[src/rtl/ovf_pkg.sv]
package ovf_pkg;
  localparam int unsigned FLAG_W   = 64;
  localparam int unsigned MAX_EVT  = 31;
  localparam int unsigned CYC_BIT  = 31;
  localparam int unsigned ICNT_BIT = 32;

  // overflow decision for one counter in one cycle
  function automatic logic wrap_hit(input logic inc, input logic c32,
                                    input logic c64, input logic long_mode);
    return inc & (long_mode ? c64 : c32);
  endfunction

  // positions that hold a real flag
  function automatic logic [FLAG_W-1:0] impl_mask(input int unsigned n_evt,
                                                  input bit has_icnt);
    logic [FLAG_W-1:0] m;
    m = '0;
    for (int unsigned i = 0; i < MAX_EVT; i++) begin
      if (i < n_evt) m[i] = 1'b1;
    end
    m[CYC_BIT]  = 1'b1;
    m[ICNT_BIT] = has_icnt;
    return m;
  endfunction

  // hardware and set-view sources win over the clear view
  function automatic logic [FLAG_W-1:0] next_flags(input logic [FLAG_W-1:0] q,
                                                   input logic [FLAG_W-1:0] hw,
                                                   input logic [FLAG_W-1:0] sset,
                                                   input logic [FLAG_W-1:0] sclr,
                                                   input logic [FLAG_W-1:0] mask);
    return ((q & ~sclr) | sset | hw) & mask;
  endfunction
endpackage

[src/rtl/ovf_wrap_detect.sv]
module ovf_wrap_detect (
  input  logic inc,
  input  logic c32,
  input  logic c64,
  input  logic long_mode,
  output logic hit
);
  assign hit = ovf_pkg::wrap_hit(inc, c32, c64, long_mode);
endmodule

[src/rtl/ovf_flag_bank.sv]
module ovf_flag_bank #(
  parameter int unsigned W = 64
) (
  input  logic         clk,
  input  logic         rst_n,
  input  logic [W-1:0] hw_set,
  input  logic [W-1:0] sw_set,
  input  logic [W-1:0] sw_clr,
  input  logic [W-1:0] mask,
  output logic [W-1:0] q
);
  logic [W-1:0] d;

  assign d = ovf_pkg::next_flags(q, hw_set, sw_set, sw_clr, mask);

  always_ff @(posedge clk) begin
    if (!rst_n) q <= '0;
    else        q <= d;
  end
endmodule

[src/rtl/ovf_irq_reduce.sv]
module ovf_irq_reduce #(
  parameter int unsigned W = 64
) (
  input  logic [W-1:0] flags,
  input  logic [W-1:0] en,
  output logic         any
);
  assign any = |(flags & en);
endmodule

[src/rtl/ovf_status_unit.sv]
module ovf_status_unit #(
  parameter int unsigned NUM_EVT  = 6,
  parameter bit          HAS_ICNT = 1'b1
) (
  input  logic               clk,
  input  logic               rst_n,
  input  logic               cyc_inc,
  input  logic               cyc_c32,
  input  logic               cyc_c64,
  input  logic               cyc_long,
  input  logic               icnt_inc,
  input  logic               icnt_c32,
  input  logic               icnt_c64,
  input  logic [NUM_EVT-1:0] evt_inc,
  input  logic [NUM_EVT-1:0] evt_c32,
  input  logic [NUM_EVT-1:0] evt_c64,
  input  logic               evt_long_hyp,
  input  logic               evt_long_loc,
  input  logic               set_we,
  input  logic               clr_we,
  input  logic [63:0]        wdata,
  input  logic [63:0]        irq_en,
  output logic [63:0]        rd_data,
  output logic               ovf_any
);
  import ovf_pkg::*;

  localparam logic [FLAG_W-1:0] IMPL_MASK = impl_mask(NUM_EVT, HAS_ICNT);

  // named internal events, observed by the checker
  logic              evt_long;
  logic [FLAG_W-1:0] raw_hit;
  logic [FLAG_W-1:0] hw_hit;
  logic [FLAG_W-1:0] sw_set;
  logic [FLAG_W-1:0] sw_clr;
  logic [FLAG_W-1:0] flags;

  assign evt_long = evt_long_hyp | evt_long_loc;

  for (genvar i = 0; i < MAX_EVT; i++) begin : g_evt
    if (i < NUM_EVT) begin : g_on
      ovf_wrap_detect u_det (
        .inc(evt_inc[i]), .c32(evt_c32[i]), .c64(evt_c64[i]),
        .long_mode(evt_long), .hit(raw_hit[i])
      );
    end else begin : g_off
      assign raw_hit[i] = 1'b0;
    end
  end

  ovf_wrap_detect u_cyc (
    .inc(cyc_inc), .c32(cyc_c32), .c64(cyc_c64),
    .long_mode(cyc_long), .hit(raw_hit[CYC_BIT])
  );

  ovf_wrap_detect u_icnt (
    .inc(icnt_inc), .c32(icnt_c32), .c64(icnt_c64),
    .long_mode(evt_long), .hit(raw_hit[ICNT_BIT])
  );

  assign raw_hit[FLAG_W-1:ICNT_BIT+1] = '0;

  assign hw_hit = raw_hit & IMPL_MASK;
  assign sw_set = set_we ? (wdata & IMPL_MASK) : '0;
  assign sw_clr = clr_we ? (wdata & IMPL_MASK) : '0;

  ovf_flag_bank #(.W(FLAG_W)) u_bank (
    .clk(clk), .rst_n(rst_n), .hw_set(hw_hit), .sw_set(sw_set),
    .sw_clr(sw_clr), .mask(IMPL_MASK), .q(flags)
  );

  ovf_irq_reduce #(.W(FLAG_W)) u_irq (
    .flags(flags), .en(irq_en), .any(ovf_any)
  );

  assign rd_data = flags;
endmodule

[config.mk]
export PLATFORM = sky130hd
export DESIGN_NAME = ovf_status_unit
export DESIGN_NICKNAME = d
export VERILOG_FILES = /design/src/rtl/ovf_pkg.sv /design/src/rtl/ovf_wrap_detect.sv /design/src/rtl/ovf_flag_bank.sv /design/src/rtl/ovf_irq_reduce.sv /design/src/rtl/ovf_status_unit.sv
export SDC_FILE = /design/constraint.sdc
export NUM_CORES = 1
export LEC_CHECK = 0
export ABC_AREA = 0
export BUFFER_PORTS_ARGS = -buffer_cell sky130_fd_sc_hd__buf_2
export CAP_MARGIN = 20
export CORE_AREA = 2 2 87 89
export CTS_CLUSTER_DIAMETER = 40
export DETAILED_ROUTE_END_ITERATION = 6
export DIE_AREA = 0 0 89 91
export GPL_ROUTABILITY_DRIVEN = 0
export PLACE_DENSITY = 0.6
export SLEW_MARGIN = 40
export SYNTH_ARGS = -nofsm -noshare
export SYNTH_HDL_FRONTEND = slang
export SYNTH_SLANG_ARGS = --single-unit
[constraint.sdc]
create_clock -name clk -period 1.2 [get_ports clk]
set_clock_uncertainty 0.1 [all_clocks]
set_input_delay 0.24 -clock clk [delete_from_list [all_inputs] [get_ports clk]]
set_output_delay 0.24 -clock clk [all_outputs]
set_load 0.02 [all_outputs]
======== After elaboration in Yosys (flattened, before gate mapping) ========
Index checks and enable logic that the tools add are counted.
Widths: inputs -> output; s select.
word-level totals
  bits in registers ....................... 8
  output and inout bits ................... 65
cells by class
  mux-type cells .......................... 10
  bitwise gates (word level) .............. 14
  reduce and logical (&&, ||, !) cells .... 1
operators by type and width
  kind              number
  $mux 33           2
  $or 33x33->33     2
  $and 33x64->64    1
  $reduce_or 64->1  1
  $and 33x33->33    1
  $not 33->33       1
  $and 1x1->1       8
  $mux 1            8
  $or 1x1->1        1

======== Logic depth before layout (Yosys ltp) ========
Gate-level depths: netlist of the first run.
  depth in word-level cells ............... 5
  gate-level depth with buffers ........... 4

======== Modules after synthesis ========
A second synthesis of the first run with hierarchy kept.
second synthesis, totals
  cells, all modules ...................... 271
  area, all modules ....................... 3004.1 um2
modules (own cells, without submodules)
  module           times used  cells an instance  area an instance (um2)  sequential area each (um2)
  ovf_flag_bank    1           199                2397.3                  1281.2
  ovf_irq_reduce   1           37                 362.8                   0.0
  ovf_wrap_detect  8           2                  16.3                    0.0
  ovf_status_unit  1           19                 113.9                   0.0

======== Worst setup path before layout of the first run ========
No wires, ideal clock.
  path type ............................... register to output
  from .................................... register u_bank.q[1]
  to ...................................... output port ovf_any
  data arrival time ....................... 0.794 ns
  setup slack ............................. 0.066 ns
  stages on the path, launching flop included .. 3
  path through ............................ dfxtp_1 a22oi_1 nand4_1
on the way
  cells in the longest elaborated chain, start to end .. 2
ends and longest elaborated chain
  element                 RTL line               RTL
  from (decl)             ovf_flag_bank.sv:10    output logic [W-1:0] q
  from (signal assigned)  ovf_flag_bank.sv:17    if (!rst_n) q <= '0;
  from (signal assigned)  ovf_flag_bank.sv:18    else q <= d;
  $and 33x64->64          ovf_irq_reduce.sv:8    assign any = |(flags & en);
  $reduce_or 64->1        ovf_irq_reduce.sv:8
  to (decl)               ovf_status_unit.sv:24  output logic ovf_any
No other way between the ends.

======== Worst setup path after layout of the first run ========
  from .................................... register u_bank.q[0]
  to ...................................... output port ovf_any
The elaborated chain is that of the path after synthesis.

==> impl_metrics.json, run 1 <==
{
  "run_status": "complete, but fails checks",
  "violations": "setup timing",
  "root_buffer": "clkbuf_8",
  "pwr_density_cell_nw_per_um2": 920,
  "place_ws_ns": -0.108,
  "r2r_slack_ns": 0.25,
  "synth-seq-cells": 8,
  "yosys-top-cells-count": "buf_4, a22oi_1, dfxtp_1, nand2_1",
  "insertion_delay_ns": 0.22,
  "synth.distinct_cells": 16,
  "p_total_mw": 1.04,
  "ys_top_cells_by_area": "buf_4, dfxtp_1, a22oi_1, o211ai_1, a31oi_1",
  "layout_worst_path_cycle_share": 1.13,
  "whs_ns": 0.193,
  "dr.pass1.iters": 4,
  "ctsLongestPathBuffers": 2,
  "synth_flop_cell": "dfxtp_1",
  "dieArea_um2": 8100,
  "avgSynthCellArea_um2": 7.79,
  "layout_setup_ws_ns": -0.161,
  "core-area_um2": 7140,
  "ir_drop_mv": 0.201,
  "switching_share": 0.389,
  "cts_tree": "done",
  "hold_path.class": "in2reg",
  "internal_power_uw": 636,
  "fin_crit_ns": 1.36,
  "grt_setup_unrepaired": "yes",
  "drv_slew": 0,
  "diodes": 0,
  "synth.cell_area_um2": 896,
  "grt-ovfl-total": 0,
  "grt_pass1_vias": 674,
  "power.switching_uw": 404,
  "use_met1": 0.0612,
  "drt_iter0_markers": 23,
  "die_h_um": 91,
  "largest_reg_flops": 8,
  "io_buffers": 55,
  "regMostFlops": "u_bank.q",
  "clock-sinks": 8,
  "end_kind": "output pin",
  "num-fill-cells": 811,
  "setup-violations-final": 1,
  "synth_top_area_frac": 0.469,
  "grt.busiest_layer": "met2",
  "grt_use_total": 0.0582,
  "hpwl_um": 2450,
  "row_count": 31,
  "vias": 829,
  "detail-route-antenna-nets": 0,
  "synth-async-reset-ratio": 0,
  "final_util": 0.158,
  "globalRouteMet2Util": 0.0958,
  "start_kind": "flip-flop",
  "arrival_ns": 1.02,
  "initial_core_util": 0.126,
  "pwr-share-comb": 0.399,
  "clk_pin_slew_worst_paths_ns": 0.04,
  "grt_start_max_net_pins": 9,
  "grt_use_met3": 0.0264,
  "cts_buffers": 3,
  "die_w_um": 89,
  "drcViolationCount": 0,
  "hold_viol_final": 0,
  "power.leakage_nw": 0.586,
  "reg_top3": "u_bank.q x8",
  "required_ns": 0.86,
  "h-tree-depth": 1,
  "drive_gt1_frac": 0.371,
  "drv_cap": 0,
  "syn_inst": 115,
  "synth_edf_count": 0,
  "antenna_found_initial": 1,
  "ys_warn_count": 0,
  "worst-setup-path-type": "reg2out",
  "wl_per_cell_um": 9.97,
  "routed_wl_um": 2680,
  "critPathMaxFanout": 3,
  "ios": 224,
  "yosysTopAreaCell": "buf_4",
  "grt_pass1_wl_um": 3370,
  "final_nets": 331,
  "postCtsSetupBuffers": 0,
  "routed_via_density": 3.08,
  "seq_area_frac_synth": 0.179,
  "area_growth_pct": 26.1,
  "clock.fmax_mhz": 735,
  "setup_tns_ns": -0.161,
  "yosysMostFrequentCell": "buf_4",
  "pwr-share-seq": 0.302,
  "pwr-share-clk": 0.299
}
[placed cells by master, fill, tap and decap left out]
cell and n:
nand3_1 7, a31oi_1 7, a22oi_2 1, buf_2 53
dfxtp_1 8, clkbuf_8 3, a222oi_1 1, buf_4 4
nor2_4 1, inv_1 1, a22oi_1 10, o211ai_1 7
nand2_1 8, mux2_4 1, conb_1 56, nand4_1 1
nor2_1 1
[power by group through the flow]
stage / clock network, mW / registers (mW) / logic [mW]
2_1_floorplan: 0 / 0.341 / 0.384
3_3_place_gp: 0 / 0.316 / 0.410
3_5_place_dp: 0 / 0.316 / 0.411
4_1_cts: 0.320 / 0.313 / 0.414
5_1_grt: 0.336 / 0.315 / 0.454
6_report: 0.311 / 0.314 / 0.415
[layer usage]
metal	vias to the layer above	share of wire
met2	63	0.48
met4	2	0.011
met3	4	0.14
met1	355	0.37
li1	405	-
met5	-	0.0041
[final timing paths]
check               start           end  cells past startpoint
min            evt_c32[5]   u_bank.q[5]                      3
min reg2reg  u_bank.q[31]  u_bank.q[31]                      2
max           u_bank.q[0]       ovf_any                      3
max reg2reg   u_bank.q[2]   u_bank.q[2]                      3
[kinds of logic after synthesis]
logic type             count (synthesis)  synth area share
multiplexers                           1            0.0168
AO/OA/AOI/OAI                         26             0.211
buffers and inverters                 61             0.493
AND/OR/NAND/NOR                       18            0.0964
other                                  1           0.00419
flip-flops                             8             0.179
[cell type report]
| cell class | count | area [um^2] | area share |
|---|---|---|---|
| timing repair buffer | 57 | 295 | 0.261 |
| tap | 99 | 124 | 0.110 |
| clock buffer | 3 | 41.3 | 0.0365 |
| sequential | 8 | 160 | 0.142 |
| multi-input combinational | 101 | 505 | 0.447 |
| inverter | 1 | 3.75 | 0.00332 |
[critical path, stage by stage, from the launching register on]
cell and delay (ns):
dfxtp_1 0.33, a22oi_1 0.20, nand4_1 0.10, buf_2 0.17
[per-stage QoR]
stage,instances,instance area (um^2)
after floorplan,170,1100
after CTS,269,1120
final,269,1130
after global routing,269,1130
after global placement,266,1080
after detailed placement,266,1080
[what timing repair did]
| action | in CTS | in global routing |
|---|---|---|
| pin swaps | 1 | 0 |
| gates resized for setup | 1 | 2 |
| endpoints found under the setup margin | 1 | 3 |
| hold buffers | 0 | 0 |
(Power assumes the default switching activity.)
==> inputs of run 2 (changes only) <==
--- a/config.mk
+++ b/config.mk
@@ -5,15 +5,16 @@
 export SDC_FILE = /design/constraint.sdc
 export NUM_CORES = 1
 export LEC_CHECK = 0
-export ABC_AREA = 0
+export ABC_AREA = 1
 export BUFFER_PORTS_ARGS = -buffer_cell sky130_fd_sc_hd__buf_2
 export CAP_MARGIN = 20
 export CORE_AREA = 2 2 87 89
+export CTS_BUF_LIST = sky130_fd_sc_hd__clkbuf_16
 export CTS_CLUSTER_DIAMETER = 40
 export DETAILED_ROUTE_END_ITERATION = 6
 export DIE_AREA = 0 0 89 91
 export GPL_ROUTABILITY_DRIVEN = 0
-export PLACE_DENSITY = 0.6
+export PLACE_DENSITY = 0.62
 export SLEW_MARGIN = 40
 export SYNTH_ARGS = -nofsm -noshare
 export SYNTH_HDL_FRONTEND = slang
==> run 2 against run 1 <==
The flow still finishes with violations (setup timing). Synthesized cell count up 48%. Sequential share of layout area down 2.1 points. Clock-buffer cell count unchanged. Largest power group is now clock. Cell area grew 20%.
==> impl_metrics.json, run 2 <==
{
  "run_status": "complete, but fails checks",
  "violations": "setup timing",
  "regMostFlops": "u_bank.q",
  "seq_area_frac_synth": 0.152,
  "num-fill-cells": 830,
  "drt_iter0_markers": 42,
  "required_ns": 0.86,
  "grt_setup_unrepaired": "yes",
  "grt_use_total": 0.0581,
  "routed_via_density": 2.98,
  "drv_slew": 0,
  "clock-sinks": 8,
  "grt-ovfl-total": 0,
  "die_h_um": 91,
  "arrival_ns": 1.06,
  "ys_top_cells_by_area": "buf_4, nand2_1, dfxtp_1, a21oi_2, inv_2",
  "layout_worst_path_cycle_share": 1.17,
  "hold_path.class": "in2reg",
  "vias": 970,
  "yosys-top-cells-count": "buf_4, nand2_1, inv_2",
  "final_common_cell": "conb_1",
  "hpwl_um": 2240,
  "insertion_delay_ns": 0.23,
  "routed_wl_um": 2560,
  "layout_setup_ws_ns": -0.201,
  "synth.cell_area_um2": 1050,
  "grt_start_max_net_pins": 9,
  "worst-setup-path-type": "reg2out",
  "diodes": 0,
  "globalRouteMet2Util": 0.0896,
  "ys_warn_count": 0,
  "synth-seq-cells": 8,
  "reg_top3": "u_bank.q x8",
  "yosysTopAreaCell": "buf_4",
  "syn_inst": 170,
  "h-tree-depth": 1,
  "avgSynthCellArea_um2": 6.19,
  "ios": 224,
  "drcViolationCount": 0,
  "whs_ns": 0.142,
  "ctsLongestPathBuffers": 2,
  "synth.distinct_cells": 17,
  "ir_drop_mv": 0.248,
  "antenna_found_initial": 1,
  "core-area_um2": 7140,
  "cts_buffers": 3,
  "power.leakage_nw": 0.822,
  "r2r_slack_ns": 0.28,
  "clock.fmax_mhz": 714,
  "grt.busiest_layer": "met2",
  "fin_cells": 326,
  "end_kind": "output pin",
  "min_path_cells": 3,
  "drive_gt1_frac": 0.405,
  "postCtsSetupBuffers": 0,
  "cts_tree": "done",
  "final_cell_mix": "conb_1, buf_2, nand2_1",
  "synth_flop_cell": "dfxtp_1",
  "root_buffer": "clkbuf_16",
  "numPlacedInstances": 323,
  "detail-route-antenna-nets": 0,
  "pwr_density_cell_nw_per_um2": 1000,
  "synth-async-reset-ratio": 0,
  "largest_reg_flops": 8,
  "synth_edf_count": 0,
  "fin_crit_ns": 1.40,
  "grt_use_met3": 0.0127,
  "row_count": 31,
  "io_buffers": 55,
  "setup_tns_ns": -0.201,
  "setup-violations-final": 1,
  "initial_core_util": 0.147,
  "use_met1": 0.0764,
  "grt_pass1_wl_um": 3500,
  "area_growth_pct": 28.5,
  "dr.pass1.iters": 5,
  "final_nets": 388,
  "die_w_um": 89,
  "hold_viol_final": 0,
  "drv_cap": 0,
  "critPathMaxFanout": 2,
  "wl_per_cell_um": 7.86,
  "start_kind": "flip-flop",
  "dieArea_um2": 8100,
  "synth_top_area_frac": 0.400,
  "grt_pass1_vias": 772,
  "clk_pin_slew_worst_paths_ns": 0.04,
  "r2r_cells": 5
}
run 2: cell count changes in the layout (fill, tap and decap cells not counted), moves of 5 or more:
cell	change
a31oi_1	-7
a22oi_1	-10
inv_2	+13
a21oi_2	+7
nand2_2	+5
nand2_1	+43
o211ai_1	-7
inv_1	+10
run 2: cells by family (layout without fill, tap and decap cells):
kind of cell    count (synthesis)  in the layout  share of synthesized area
flops                           8              8                      0.152
other cells                     1             56                    0.00356
simple gates                   69             69                      0.272
buf+inv                        83             85                      0.504
compound gates                  9              9                     0.0678
run 2: worst paths after layout:
check	from	to
max reg2reg	u_bank.q[31]	u_bank.q[31]
min	cyc_inc	u_bank.q[31]
min reg2reg	u_bank.q[5]	u_bank.q[5]
max	u_bank.q[4]	ovf_any
run 2: what timing repair did:
action | CTS | global route
hold buffers | 0 | 0
resized for setup | 3 | 11
gates cloned | 0 | 0
endpoints found under the setup margin | 1 | 1
pin swaps | 2 | 4
run 2: worst max-delay path, cell delays in order, from the launching register on:
cell	delay [ns]
dfxtp_1	0.30
nand2_1	0.10
nand3_4	0.09
nor2_4	0.09
nand4_1	0.09
buf_4	0.16
run 2: layout make-up:
| cell class | instances | area, um^2 | area share |
|---|---|---|---|
| Sequential cell | 8 | 164 | 0.121 |
| Timing Repair Buffer | 57 | 295 | 0.218 |
| Multi-Input combinational cell | 134 | 601 | 0.444 |
| Inverter | 25 | 93.8 | 0.0694 |
| Clock buffer | 3 | 75.1 | 0.0555 |
| Tap cell | 99 | 124 | 0.0916 |
run 2: per-layer routing:
layer	wire length (um)	part of all wire
met1	1090	0.42
met2	1190	0.46
met3	262	0.10
met4	28	0.011
met5	0	0
run 2: power breakdown:
group / total, mW / internal [mW] / switching, mW
Sequential: 0.312 / 0.294 / 0.0180
Combinational: 0.487 / 0.149 / 0.338
Clock: 0.557 / 0.429 / 0.127
run 2: stage by stage:
stage	setup WS [ns]	util	total power, mW	cell area (um^2)
6_report	-0.201	0.190	1.35	1350
5_1_grt	-0.278	0.190	1.45	1350
4_1_cts	-0.242	0.185	1.36	1320
3_5_place_dp	-0.0500	0.173	0.779	1240
3_3_place_gp	-0.0461	0.173	0.774	1240
2_1_floorplan	0.0490	-	0.770	1260
==> inputs of run 3 (changes only) <==
==> constraint.sdc (replaced) <==
create_clock -name clk -period 1.2 [get_ports clk]
set_clock_uncertainty 0.1 [all_clocks]
set_input_delay 0.24 -clock clk [delete_from_list [all_inputs] [get_ports clk]]
set_output_delay 0.24 -clock clk [all_outputs]
set_load 0.05 [all_outputs]
==> run 3 against run 2 <==
Sequential share of layout area increased by 0.61 points. Combinational power grew 67%. Highest routed layer is now met3. Worst setup slack worse by 0.021 ns. Global-route usage grew 0.24 points. Final cell count is 0.61% higher. Utilization is 1.2 points higher. Fmax fell by 1.5%. Critical path depth is the same. Total power up 26%. The run still ends with setup timing left. Flip-flop and latch count is the same. Clock-buffer cell count stayed put. Sequential power barely moved.
==> impl_metrics.json, run 3 (synthesis results as in run 2) <==
{
  "run_status": "complete, but fails checks",
  "violations": "setup timing",
  "cp_slowest_cell": "dfxtp_4",
  "arrival_ns": 1.08,
  "top_layer": "met3",
  "start_kind": "flip-flop",
  "area_growth_pct": 36.4,
  "regMostFlops": "u_bank.q",
  "pwr_density_cell_nw_per_um2": 1190,
  "whs_ns": 0.144,
  "worstHoldEndpoint": "u_bank.q[31]",
  "insertion_delay_ns": 0.23,
  "row_count": 31,
  "drv_cap": 0,
  "place_ws_ns": -0.135,
  "setup-violations-final": 1,
  "layout_setup_ws_ns": -0.222,
  "final_cell_mix": "conb_1, nand2_1, buf_2",
  "cp_num_buf_inv": 1,
  "h-tree-depth": 1,
  "dr_wl_met2_um": 1360,
  "reg_top3": "u_bank.q x8",
  "hold_path.class": "in2reg",
  "crit_chain": "nand2_4, nand3_4, nor2_4, nand4_1, buf_6",
  "drive_gt1_frac": 0.432,
  "cp_top_family": "flip-flops",
  "grt_use_total": 0.0605,
  "met3WireLength_um": 237,
  "ctsLongestPathBuffers": 2,
  "postCtsHoldBufs": 0,
  "ios": 224,
  "grt_start_max_net_pins": 9,
  "hold_viol_final": 0,
  "min_path_cells": 3,
  "wl_per_cell_um": 8.09,
  "dieArea_um2": 8100,
  "root_buffer": "clkbuf_16",
  "power.leakage_nw": 0.863,
  "final_common_cell": "conb_1",
  "drt_iter0_markers": 35,
  "drv_slew": 0,
  "required_ns": 0.86,
  "r2r_slack_ns": 0.29,
  "critPathMaxFanout": 3,
  "startpoint": "u_bank.q[4]",
  "layout_worst_path_cycle_share": 1.18,
  "grt-ovfl-total": 0,
  "num-fill-cells": 839,
  "drt-met1-wl_um": 1050,
  "grt_pass1_vias": 825,
  "antenna_found_initial": 0,
  "routed_via_density": 2.94,
  "die_w_um": 89,
  "final_nets": 389,
  "clock.fmax_mhz": 703,
  "p_total_mw": 1.71,
  "io_buffers": 55,
  "die_h_um": 91,
  "clk_pin_slew_worst_paths_ns": 0.04,
  "cts_buffers": 3,
  "hold_path.startpoint": "cyc_inc",
  "detail-route-antenna-nets": 0,
  "drcViolationCount": 0,
  "ir_drop_mv": 0.235,
  "diodes": 0,
  "grt_setup_unrepaired": "yes",
  "vias": 963,
  "fin_crit_ns": 1.42,
  "end_kind": "output pin",
  "grt_pass1_wl_um": 3620,
  "r2r_cells": 5,
  "largest_reg_flops": 8,
  "r2r_end": "u_bank.q[32]",
  "dr.pass1.iters": 4,
  "worst-setup-path-type": "reg2out",
  "hpwl_um": 2290,
  "core-area_um2": 7140,
  "routed_wl_um": 2650,
  "reg2reg_from": "u_bank.q[32]",
  "cts_tree": "done",
  "initial_core_util": 0.147,
  "max_stage_delay_ns": 0.35,
  "clock-sinks": 8
}
-- run 3: changes by cell type in the layout (fill, tap and decap cells not counted), moves of 2 or more --
cell | previous run | this run
buf_2 | 53 | 48
dfxtp_1 | 5 | 0
dfxtp_4 | 0 | 5
buf_6 | 0 | 4
clkbuf_4 | 0 | 3
nand2_4 | 1 | 4
buf_4 | 4 | 2
nand2_2 | 5 | 3
-- run 3: power by group --
| group | leakage (nW) | internal (mW) | switching (mW) |
|---|---|---|---|
| Sequential | 0.0703 | 0.293 | 0.0215 |
| Combinational | 0.750 | 0.176 | 0.638 |
| Clock | 0.0423 | 0.435 | 0.145 |
-- run 3: through the flow --
stage	cell area, um^2	TNS (ns)	util	cells
after detailed placement	1260	-0.135	0.176	323
final	1440	-0.222	0.201	328
after floorplan	1280	-0.224	-	225
after global placement	1260	-0.124	0.176	323
after global routing	1440	-0.277	0.201	328
after CTS	1400	-0.267	0.197	328
-- run 3: worst max path at each step --
stage / endpoint / cells after the start
detailed placement: ovf_any / 6
global placement: ovf_any / 6
global route: ovf_any / 5
finish: ovf_any / 5
CTS: ovf_any / 5
floorplan: ovf_any / 4
-- run 3: area by class of cell --
class | count | area [um^2] | share of cell area
Multi-Input combinational cell | 134 | 618 | 0.431
Timing Repair Buffer | 58 | 338 | 0.235
Sequential cell | 8 | 183 | 0.127
Tap cell | 99 | 124 | 0.0863
Inverter | 25 | 93.8 | 0.0654
Clock buffer | 3 | 75.1 | 0.0523
Clock inverter | 1 | 3.75 | 0.00262
-- run 3: metal layers --
metal / vias to the layer above / GRT usage
met3: 0 / 0.00455
met5: - / 0
li1: 506 / -
met2: 66 / 0.109
met1: 391 / 0.0710
met4: 0 / 0.0261
-- run 3: worst reg2reg max path, cell delays in order, from the launching register on --
cell and delay (ns):
dfxtp_4 0.35, buf_4 0.14, nand2_1 0.05, nand2_1 0.04, inv_1 0.06, a21oi_2 0.05
-- run 3: timing repair --
action / 4_1_cts / 5_1_grt
pin swaps: 3 / 2
setup buffers: 1 / 0
resized for setup: 16 / 10
setup endpoints to repair: 3 / 4
